[config.mk]
export PLATFORM = sky130hd
export DESIGN_NAME = priv_mode_ctrl
export DESIGN_NICKNAME = d
export VERILOG_FILES = /design/src/rtl/priv_pkg.sv /design/src/rtl/pmc_trap_unit.sv /design/src/rtl/pmc_guard.sv /design/src/rtl/pmc_ctrl_regs.sv /design/src/rtl/priv_mode_ctrl.sv
export SDC_FILE = /design/constraint.sdc
export NUM_CORES = 1
export LEC_CHECK = 0
export BUFFER_PORTS_ARGS = -buffer_cell sky130_fd_sc_hd__buf_2
export CAP_MARGIN = 20
export CORE_MARGIN = 10
export CORE_UTILIZATION = 50
export DETAILED_ROUTE_END_ITERATION = 8
export PLACE_DENSITY = 0.89
export SETUP_SLACK_MARGIN = 0.3
export SYNTH_ARGS = -nofsm -noshare
export SYNTH_HDL_FRONTEND = slang
export SYNTH_SLANG_ARGS = --single-unit
[constraint.sdc]
create_clock -name clk -period 4.7 [get_ports clk]
set_input_delay 0.94 -clock clk [delete_from_list [all_inputs] [get_ports clk]]
set_output_delay 0.94 -clock clk [all_outputs]
set_load 0.01 [all_outputs]
[src/rtl/priv_pkg.sv]
// Package priv_pkg
// Shared encodings for the privilege controller: the level encoding and the
// privileged-write target selector. Assumes the selector is two bits wide.
package priv_pkg;

    typedef enum logic {
        LVL_USER = 1'b0,
        LVL_SUP  = 1'b1
    } priv_lvl_e;

    typedef enum logic [1:0] {
        TGT_LEVEL = 2'd0,
        TGT_EXC   = 2'd1,
        TGT_PROT  = 2'd2,
        TGT_NONE  = 2'd3
    } pw_tgt_e;

endpackage

[src/rtl/pmc_trap_unit.sv]
// Module pmc_trap_unit
// Holds the current level, the single stored return address and the stored
// level. Chooses the fetch address. Assumes sys_call takes priority over
// trap_ret and that a level write arrives only when no strobe is present.
module pmc_trap_unit
    import priv_pkg::*;
#(
    parameter int          PC_W       = 32,
    parameter logic [31:0] ENTRY_ADDR = 32'h0000_0100,
    parameter int          INSN_BYTES = 4
) (
    input  logic            clk,
    input  logic            rst_n,
    input  logic [PC_W-1:0] pc_in,
    input  logic            sys_call,
    input  logic            trap_ret,
    input  logic            lvl_wr,
    input  logic            lvl_wdata,
    output priv_lvl_e       lvl,
    output logic [PC_W-1:0] next_pc
);
    localparam logic [PC_W-1:0] ENTRY = ENTRY_ADDR[PC_W-1:0];
    localparam logic [PC_W-1:0] STEP  = PC_W'(INSN_BYTES);

    logic [PC_W-1:0] ret_addr;
    priv_lvl_e       ret_lvl;

    // Fetch address: entry on a call, stored address on a return, else the sequential PC.
    always_comb begin
        if (sys_call)
            next_pc = ENTRY;
        else if (trap_ret)
            next_pc = ret_addr;
        else
            next_pc = pc_in + STEP;
    end

    // Trap state: save on a call, reinstate on a return, take supervisor level writes.
    always_ff @(posedge clk) begin
        if (!rst_n) begin
            lvl      <= LVL_SUP;
            ret_addr <= '0;
            ret_lvl  <= LVL_USER;
        end else if (sys_call) begin
            ret_addr <= pc_in;
            ret_lvl  <= lvl;
            lvl      <= LVL_SUP;
        end else if (trap_ret) begin
            lvl      <= ret_lvl;
        end else if (lvl_wr) begin
            lvl      <= priv_lvl_e'(lvl_wdata);
        end
    end

    a_r3_call_raises: assert property (@(posedge clk) disable iff (!rst_n)
        sys_call |=> lvl == LVL_SUP);
    a_r2_call_saves_pc: assert property (@(posedge clk) disable iff (!rst_n)
        sys_call |=> ret_addr == $past(pc_in));
    a_r3_call_saves_lvl: assert property (@(posedge clk) disable iff (!rst_n)
        sys_call |=> ret_lvl == $past(lvl));
    a_r4_ret_restores: assert property (@(posedge clk) disable iff (!rst_n)
        (trap_ret && !sys_call) |=> lvl == $past(ret_lvl));
endmodule

[src/rtl/pmc_guard.sv]
// Module pmc_guard
// Decides whether a privileged write may proceed. Supervisor writes without a
// trap strobe are routed to one target. User-mode writes are refused and
// flagged for one cycle. Assumes writes during a trap strobe are dropped.
module pmc_guard
    import priv_pkg::*;
(
    input  logic      clk,
    input  logic      rst_n,
    input  logic      pw_valid,
    input  pw_tgt_e   pw_sel,
    input  priv_lvl_e lvl,
    input  logic      trap_evt,
    output logic      wr_lvl,
    output logic      wr_exc,
    output logic      wr_prot,
    output logic      viol
);
    logic allowed;
    logic refused;

    // Permission: a write proceeds only from supervisor level with no trap strobe.
    always_comb begin
        allowed = pw_valid && !trap_evt && (lvl == LVL_SUP);
        refused = pw_valid && !trap_evt && (lvl == LVL_USER);
    end

    // Target decode: one enable per privileged field, none for the spare code.
    always_comb begin
        wr_lvl  = 1'b0;
        wr_exc  = 1'b0;
        wr_prot = 1'b0;
        if (allowed) begin
            unique case (pw_sel)
                TGT_LEVEL: wr_lvl  = 1'b1;
                TGT_EXC:   wr_exc  = 1'b1;
                TGT_PROT:  wr_prot = 1'b1;
                TGT_NONE:  ;
            endcase
        end
    end

    // Violation flag: registered one-cycle report of each refused write.
    always_ff @(posedge clk) begin
        if (!rst_n)
            viol <= 1'b0;
        else
            viol <= refused;
    end

    a_r9_single_target: assert property (@(posedge clk) disable iff (!rst_n)
        $onehot0({wr_lvl, wr_exc, wr_prot}));
    a_r5_user_no_enable: assert property (@(posedge clk) disable iff (!rst_n)
        (lvl == LVL_USER) |-> !(wr_lvl || wr_exc || wr_prot));
    a_r10_trap_drops_write: assert property (@(posedge clk) disable iff (!rst_n)
        trap_evt |=> !viol);
endmodule

[src/rtl/pmc_ctrl_regs.sv]
// Module pmc_ctrl_regs
// Stores the exception-enable bit and the protection-control field. Assumes
// the write enables have already been qualified by pmc_guard.
module pmc_ctrl_regs
    import priv_pkg::*;
#(
    parameter int PROT_W = 4
) (
    input  logic              clk,
    input  logic              rst_n,
    input  priv_lvl_e         lvl,
    input  logic              wr_exc,
    input  logic              wr_prot,
    input  logic [PROT_W-1:0] wdata,
    output logic              exc_en,
    output logic [PROT_W-1:0] prot
);
    // Control state: load each field on its own enable.
    always_ff @(posedge clk) begin
        if (!rst_n) begin
            exc_en <= 1'b0;
            prot   <= '0;
        end else begin
            if (wr_exc)
                exc_en <= wdata[0];
            if (wr_prot)
                prot <= wdata;
        end
    end

    a_r5_user_holds: assert property (@(posedge clk) disable iff (!rst_n)
        (lvl == LVL_USER) |=> $stable(exc_en) && $stable(prot));
endmodule

[src/rtl/priv_mode_ctrl.sv]
// Module priv_mode_ctrl
// Top of the privilege controller: the trap unit, the write guard and the
// control registers. Assumes at most one instruction per cycle and pc_in
// valid in every cycle.
module priv_mode_ctrl
    import priv_pkg::*;
#(
    parameter int          PC_W       = 32,
    parameter int          PROT_W     = 4,
    parameter logic [31:0] ENTRY_ADDR = 32'h0000_0100,
    parameter int          INSN_BYTES = 4
) (
    input  logic              clk,
    input  logic              rst_n,
    input  logic [PC_W-1:0]   pc_in,
    input  logic              sys_call,
    input  logic              trap_ret,
    input  logic              pw_valid,
    input  logic [1:0]        pw_sel,
    input  logic [PROT_W-1:0] pw_data,
    output logic [PC_W-1:0]   next_pc,
    output logic              cur_mode,
    output logic              exc_en,
    output logic [PROT_W-1:0] prot_ctrl,
    output logic              priv_viol
);
    priv_lvl_e lvl;
    logic      wr_lvl;
    logic      wr_exc;
    logic      wr_prot;
    logic      trap_evt;

    // Trap strobe summary shared by the guard.
    always_comb trap_evt = sys_call || trap_ret;

    // Level export as a plain bit.
    always_comb cur_mode = lvl;

    pmc_trap_unit #(
        .PC_W       (PC_W),
        .ENTRY_ADDR (ENTRY_ADDR),
        .INSN_BYTES (INSN_BYTES)
    ) u_trap (
        .clk       (clk),
        .rst_n     (rst_n),
        .pc_in     (pc_in),
        .sys_call  (sys_call),
        .trap_ret  (trap_ret),
        .lvl_wr    (wr_lvl),
        .lvl_wdata (pw_data[0]),
        .lvl       (lvl),
        .next_pc   (next_pc)
    );

    pmc_guard u_guard (
        .clk      (clk),
        .rst_n    (rst_n),
        .pw_valid (pw_valid),
        .pw_sel   (pw_tgt_e'(pw_sel)),
        .lvl      (lvl),
        .trap_evt (trap_evt),
        .wr_lvl   (wr_lvl),
        .wr_exc   (wr_exc),
        .wr_prot  (wr_prot),
        .viol     (priv_viol)
    );

    pmc_ctrl_regs #(
        .PROT_W (PROT_W)
    ) u_regs (
        .clk     (clk),
        .rst_n   (rst_n),
        .lvl     (lvl),
        .wr_exc  (wr_exc),
        .wr_prot (wr_prot),
        .wdata   (pw_data),
        .exc_en  (exc_en),
        .prot    (prot_ctrl)
    );

    a_r6_viol_no_change: assert property (@(posedge clk) disable iff (!rst_n)
        priv_viol |-> $stable(cur_mode) && $stable(exc_en) && $stable(prot_ctrl));
    a_r7_reset_state: assert property (@(posedge clk) disable iff (!rst_n)
        $rose(rst_n) |-> cur_mode && !exc_en && (prot_ctrl == '0) && !priv_viol);
    a_r1_entry_on_call: assert property (@(posedge clk) disable iff (!rst_n)
        sys_call |-> next_pc == PC_W'(ENTRY_ADDR));
endmodule

==> results of run 1 <==
==> sequential cells by signal (all words and copies together) (netlist names) <==
| register | cells |
|---|---|
| u_trap.ret_addr | 32 |
| u_regs.prot | 4 |
| u_guard.viol | 1 |
| u_regs.exc_en | 1 |
| u_trap.lvl | 1 |
| u_trap.ret_lvl | 1 |
==> through the flow <==
| step | cell area [um^2] | setup WS, ps | std cells | hold slack [ps] |
|---|---|---|---|---|
| global route | 3180 | 798 | 450 | 547 |
| floorplan | 2670 | 1240 | 309 | 477 |
| global placement | 3070 | 1020 | 442 | 491 |
| finish | 3180 | 944 | 450 | 522 |
| detailed placement | 3070 | 970 | 442 | 499 |
| CTS | 3180 | 965 | 450 | 526 |
==> synth_stat cells (2+ instances only) <==
cell       number
and3_1          4
mux2i_1        42
xor2_1          9
a21oi_1         3
nor3_1          4
dfxtp_1        40
nor2_1         31
a211oi_1       12
clkbuf_1       14
buf_6           5
or4_1           9
and4_2          2
nor2b_1        42
nand3b_1        2
o21ai_0         4
nand4_1        10
nor4_1          3
a311oi_1       13
nand3_1        10
and4_1          6
xnor2_1         5
o31ai_1         9
a2111oi_0       2
nand2_1        10
inv_1           2
==> cell type report <==
type                            count  area share [%]
Multi-Input combinational cell    244            54.4
Clock buffer                        5            2.16
Sequential cell                    40            25.2
Timing Repair Buffer               85            13.7
Clock inverter                      3            1.45
Tap cell                           70            2.75
Inverter                            3           0.354
==> per-layer routing <==
metal	vias up	routed length [um]	GRT usage [%]
met5	-	0	0
met4	0	158	5.40
met3	16	559	5.20
met2	91	3490	27.2
met1	1203	3120	20.1
li1	1287	-	-
==> where the power goes <==
group,switching (mW),internal [mW]
Clock,0.135,0.160
Combinational,0.0960,0.0729
Sequential,0.00921,0.357
==> how the worst max path moves through the flow <==
stage                              to
after global placement    next_pc[28]
after global routing      next_pc[28]
after detailed placement  next_pc[24]
final                     next_pc[28]
after floorplan           next_pc[22]
after CTS                 next_pc[28]
==> worst reg2reg max path: stages, from the launching register on <==
cell	delay [ps]
dfxtp_1	390
nor4bb_1	380
nand3b_1	310
mux2i_1	240
nor2b_1	60
==> kinds of logic after synthesis <==
group           synth area share (%)
mux                             15.7
compound gates                  13.1
simple gates                    31.0
fa+ha+maj                      0.469
flops                           30.0
xor+xnor                        4.59
buf+inv                         5.15
==> results.sh, run 1 <==
export IMPL_outcome="finished, final reports clean"
export IMPL_syn_inst=309
export IMPL_h_tree_depth=2
export IMPL_finalHoldViolCount=0
export IMPL_crit_fanout=8
export IMPL_initial_core_util_pct=51.9
export IMPL_postCtsHoldBufs=0
export IMPL_final_nets=423
export IMPL_reg2reg_slack_ps=3230
export IMPL_max_freq_ghz=0.266
export IMPL_dpl_hpwl_um=5440
export IMPL_synth_distinct_cells=41
export IMPL_rows=26
export IMPL_synth_edff_count=0
export IMPL_io_pins=82
export IMPL_die_width_um=93.1
export IMPL_drt_iter0_drc=146
export IMPL_synth_fp_nets=353
export IMPL_grt_pass1_wl_um=12100
export IMPL_antenna_found_initial=0
export IMPL_layout_worst_path_cycle_share_pct=79.9
export IMPL_final_cell_mix="buf_2 (81), nor2b_1 (42), mux2i_1 (42)"
export IMPL_netlist_area_leader_share_pct=30.0
export IMPL_post_cts_buffers=0
export IMPL_setup_viol=0
export IMPL_ant_nets=0
export IMPL_finish_utilization_pct=61.9
export IMPL_path_depth=7
export IMPL_gp_congestion=0.812
export IMPL_netlist_top_cells_area="dfxtp_1 (30%), mux2i_1 (16%), nor2b_1 (9.8%)"
export IMPL_grt_pass1_vias=2600
export IMPL_grt_overflow_total=0
export IMPL_slowest_delay_ps=520
export IMPL_hp_class="flop to flop"
export IMPL_max_clock_path_buffers=2
export IMPL_drv_slew=0
export IMPL_drc=0
export IMPL_crit_chain="buf_2 > ha_1 > and3_1 > nand2_1 > or4_1 > a311oi_1 > buf_2"
export IMPL_insertedDiodeCount=0
export IMPL_crit_buf_inv=2
export IMPL_startpoint="pc_in[2]"
export IMPL_power_density_nw_per_um2=261
export IMPL_first_pass_iters=4
export IMPL_synth_top_area_cell="dfxtp_1"
export IMPL_cts_repair_resized=0
export IMPL_min_period_ps=3760
export IMPL_rsz0062_at_grt="no"
export IMPL_async_flop_share_pct=0
export IMPL_skew_ps=0.712
export IMPL_slowest_stage="or4_1"
export IMPL_area_delta_synth_final_pct=19.2
export IMPL_worstSetupStartpointType="primary input"
export IMPL_required_ps=3760
export IMPL_synth_ff_latch_count=40
export IMPL_crit_family="simple AND/OR/NAND/NOR gates"
export IMPL_num_fill_cells=448
export IMPL_synth_seq_area_share_pct=30.0
export IMPL_grt_max_degree=40
export IMPL_setup_tns_ps=0
export IMPL_timing_rr_end="u_regs.prot[0]"
export IMPL_worst_pin_slew_ps=660
export IMPL_fp_dieH_um=93.1
export IMPL_total_power_mw=0.830
export IMPL_power_leakage_nw=1.38
export IMPL_cts_sinks=40
export IMPL_drive_gt1_share_pct=26.1
export IMPL_min_to="u_trap.ret_addr[13]"
export IMPL_drt_vias_per_instance=5.77
export IMPL_cts_reportedPaths_clkPinSlew_ps=80
export IMPL_multi_input_area_um2=1730
export IMPL_root_buffer="clkbuf_8"
export IMPL_hp_start="u_trap.ret_addr[13]"
export IMPL_whs_path_depth=2
export IMPL_dieArea_um2=8660
export IMPL_peakVddDrop_mv=0.143
export IMPL_worstRegToRegCells=4
export IMPL_wl_um=7330
export IMPL_worst_setup_path_type="primary input to output port"
export IMPL_design_core_area_um2=5140
export IMPL_syn_area_um2=2670
export IMPL_ff_latch_area_um2=801
export IMPL_r2r_start="u_trap.lvl"
export IMPL_drv_cap=0
export IMPL_yosysWarnings=0
export IMPL_worst_setup_path_end_kind="output port"
export IMPL_wl_per_cell_um=16.3
export IMPL_slew_headroom_pct=56.0
export IMPL_cpMostUsedCell="buf_2"
export IMPL_syn_area_per_cell_um2=8.64
export IMPL_arrival_ps=2820
export IMPL_num_vias=2597
export IMPL_grtUsageTotal_pct=16.6
export IMPL_synthFlopType="dfxtp_1"
export IMPL_port_buffers=81
export IMPL_clk_latency_ps=300
export IMPL_cts_tree="yes"
export IMPL_layout_commonest_cell="buf_2"
export IMPL_numCtsBuffers=5
Note: power is estimated with default switching activity, not from simulation.
==> run 2: changes to the inputs <==
--- a/config.mk
+++ b/config.mk
@@ -8,9 +8,9 @@
 export BUFFER_PORTS_ARGS = -buffer_cell sky130_fd_sc_hd__buf_2
 export CAP_MARGIN = 20
 export CORE_MARGIN = 10
-export CORE_UTILIZATION = 50
+export CORE_UTILIZATION = 47
 export DETAILED_ROUTE_END_ITERATION = 8
-export PLACE_DENSITY = 0.89
+export PLACE_DENSITY = 0.88
 export SETUP_SLACK_MARGIN = 0.3
 export SYNTH_ARGS = -nofsm -noshare
 export SYNTH_HDL_FRONTEND = slang
==> constraint.sdc (replaced) <==
create_clock -name clk -period 3.15 [get_ports clk]
set_input_delay 0.63 -clock clk [delete_from_list [all_inputs] [get_ports clk]]
set_output_delay 0.63 -clock clk [all_outputs]
set_load 0.01 [all_outputs]
==> results.sh, run 2 (synthesis gave the netlist of run 1 again) <==
export IMPL_top_register="u_trap.ret_addr"
export IMPL_worst_pin_slew_ps=638
export IMPL_power_density_nw_per_um2=370
export IMPL_die_width_um=95.4
export IMPL_peakVddDrop_mv=0.272
export IMPL_rsz0062_at_grt="yes"
export IMPL_power_leakage_nw=1.48
export IMPL_h_tree_depth=2
export IMPL_cts_sinks=40
export IMPL_num_vias=2687
export IMPL_cts_reportedPaths_clkPinSlew_ps=80
export IMPL_drt_vias_per_instance=5.78
export IMPL_cts_tree="yes"
export IMPL_outcome="finished, final reports clean"
export IMPL_fp_dieH_um=95.4
export IMPL_clk_latency_ps=310
export IMPL_timing_rr_end="u_regs.prot[2]"
export IMPL_ant_nets=0
export IMPL_layout_worst_path_cycle_share_pct=89.1
export IMPL_design_core_area_um2=5510
export IMPL_gp_congestion=0.842
export IMPL_area_delta_synth_final_pct=26.4
export IMPL_max_clock_path_buffers=2
export IMPL_wl_um=7890
export IMPL_final_nets=436
export IMPL_io_pins=82
export IMPL_finalHoldViolCount=0
export IMPL_grtUsageTotal_pct=17.0
export IMPL_worstSetupStartpointType="primary input"
export IMPL_dpl_hpwl_um=5620
export IMPL_drt_iter0_drc=157
export IMPL_setup_tns_ps=0
export IMPL_largest_register_ffs=32
export IMPL_grt_overflow_total=0
export IMPL_grt_max_degree=40
export IMPL_max_freq_ghz=0.356
export IMPL_layout_commonest_cell="buf_2"
export IMPL_port_buffers=81
export IMPL_numCtsBuffers=5
export IMPL_insertedDiodeCount=0
export IMPL_antenna_found_initial=0
export IMPL_hp_start="u_regs.prot[0]"
export IMPL_required_ps=2520
export IMPL_final_cell_mix="buf_2 (79), nor2b_1 (42), mux2i_1 (42)"
export IMPL_drc=0
export IMPL_arrival_ps=2180
export IMPL_drive_gt1_share_pct=32.1
export IMPL_dieArea_um2=9100
export IMPL_reg2reg_slack_ps=1560
export IMPL_worst_setup_path_type="primary input to output port"
export IMPL_min_period_ps=2810
export IMPL_rows=27
export IMPL_initial_core_util_pct=48.5
export IMPL_worstRegToRegCells=4
export IMPL_skew_ps=1.22
export IMPL_whs_path_depth=2
export IMPL_first_pass_iters=4
export IMPL_worst_setup_path_end_kind="output port"
export IMPL_grt_pass1_vias=2649
export IMPL_r2r_start="u_trap.lvl"
export IMPL_largest_registers="u_trap.ret_addr: 32 flops, u_regs.prot: 4 flops"
export IMPL_drv_slew=0
export IMPL_hp_class="flop to flop"
export IMPL_grt_pass1_wl_um=12600
export IMPL_drv_cap=0
export IMPL_root_buffer="clkbuf_8"
export IMPL_setup_viol=0
export IMPL_min_to="u_regs.prot[0]"
export IMPL_crit_fanout=8
export IMPL_wl_per_cell_um=17.0
export IMPL_total_power_mw=1.25
export IMPL_slew_headroom_pct=57.2
-- run 2: cell count changes in the layout (fill, tap and decap cells not counted), moves of 2 or more --
cell,before,now
a2111oi_0,2,0
clkbuf_4,0,2
a311oi_1,13,9
a2111oi_1,0,2
buf_2,81,79
nand2_1,10,8
and4_1,6,4
a311oi_2,0,4
or4_1,9,6
and4_4,0,3
buf_4,4,15
or4_4,0,3
-- run 2: how the worst max path moves through the flow --
stage / end / depth (start not counted) / slack [ps] / startpoint
after floorplan: next_pc[22] / 6 / 310 / pc_in[2]
after global placement: next_pc[30] / 6 / 190 / pc_in[10]
after detailed placement: next_pc[24] / 7 / 100 / pc_in[2]
after CTS: next_pc[24] / 6 / 290 / pc_in[14]
after global routing: next_pc[20] / 6 / 280 / pc_in[10]
final: next_pc[24] / 6 / 340 / pc_in[10]
-- run 2: worst max-delay path: stages --
cell and delay, ps:
clkbuf_4 150, and4_4 270, nand4_4 160, or4_1 540
a311oi_1 240, buf_2 180
-- run 2: report_power, final --
part           total [mW]  switching [mW]  internal (mW)
logic               0.274           0.154          0.120
clock network       0.428           0.194          0.234
registers           0.546          0.0140          0.532
-- run 2: through the flow --
step	std cells	util [%]	area, um^2	setup slack [ps]	hold slack, ps
6_report	465	61.3	3380	344	526
5_1_grt	465	61.3	3380	285	541
2_1_floorplan	309	-	2670	314	477
3_3_place_gp	453	57.2	3150	186	491
3_5_place_dp	453	57.2	3150	102	505
4_1_cts	462	60.0	3300	291	526
-- run 2: cell type report --
class,count,area [um^2]
Clock buffer,5,68.8
Clock inverter,3,42.5
Fill cell,454,2130
Inverter,3,11.3
Multi-Input combinational cell,245,1820
Sequential cell,40,801
Tap cell,72,90.1
Timing Repair Buffer,97,543
-- run 2: what timing repair did --
action / CTS / global route
hold endpoints to repair: 0 / 0
buffers inserted: 0 / 3
pin swaps: 2 / 8
gates cloned: 1 / 0
hold buffers: 0 / 0
endpoints found under the setup margin: 11 / 12
resized for setup: 12 / 12
-- run 2: metal layers --
metal	global-route usage (%)	routed length, um	up-vias	part of all wire [%]
met1	21.4	3440	1275	44
met4	6.63	179	0	2.3
met3	4.16	575	13	7.3
li1	-	-	1313	-
met5	0	0	-	0
met2	27.4	3700	86	47
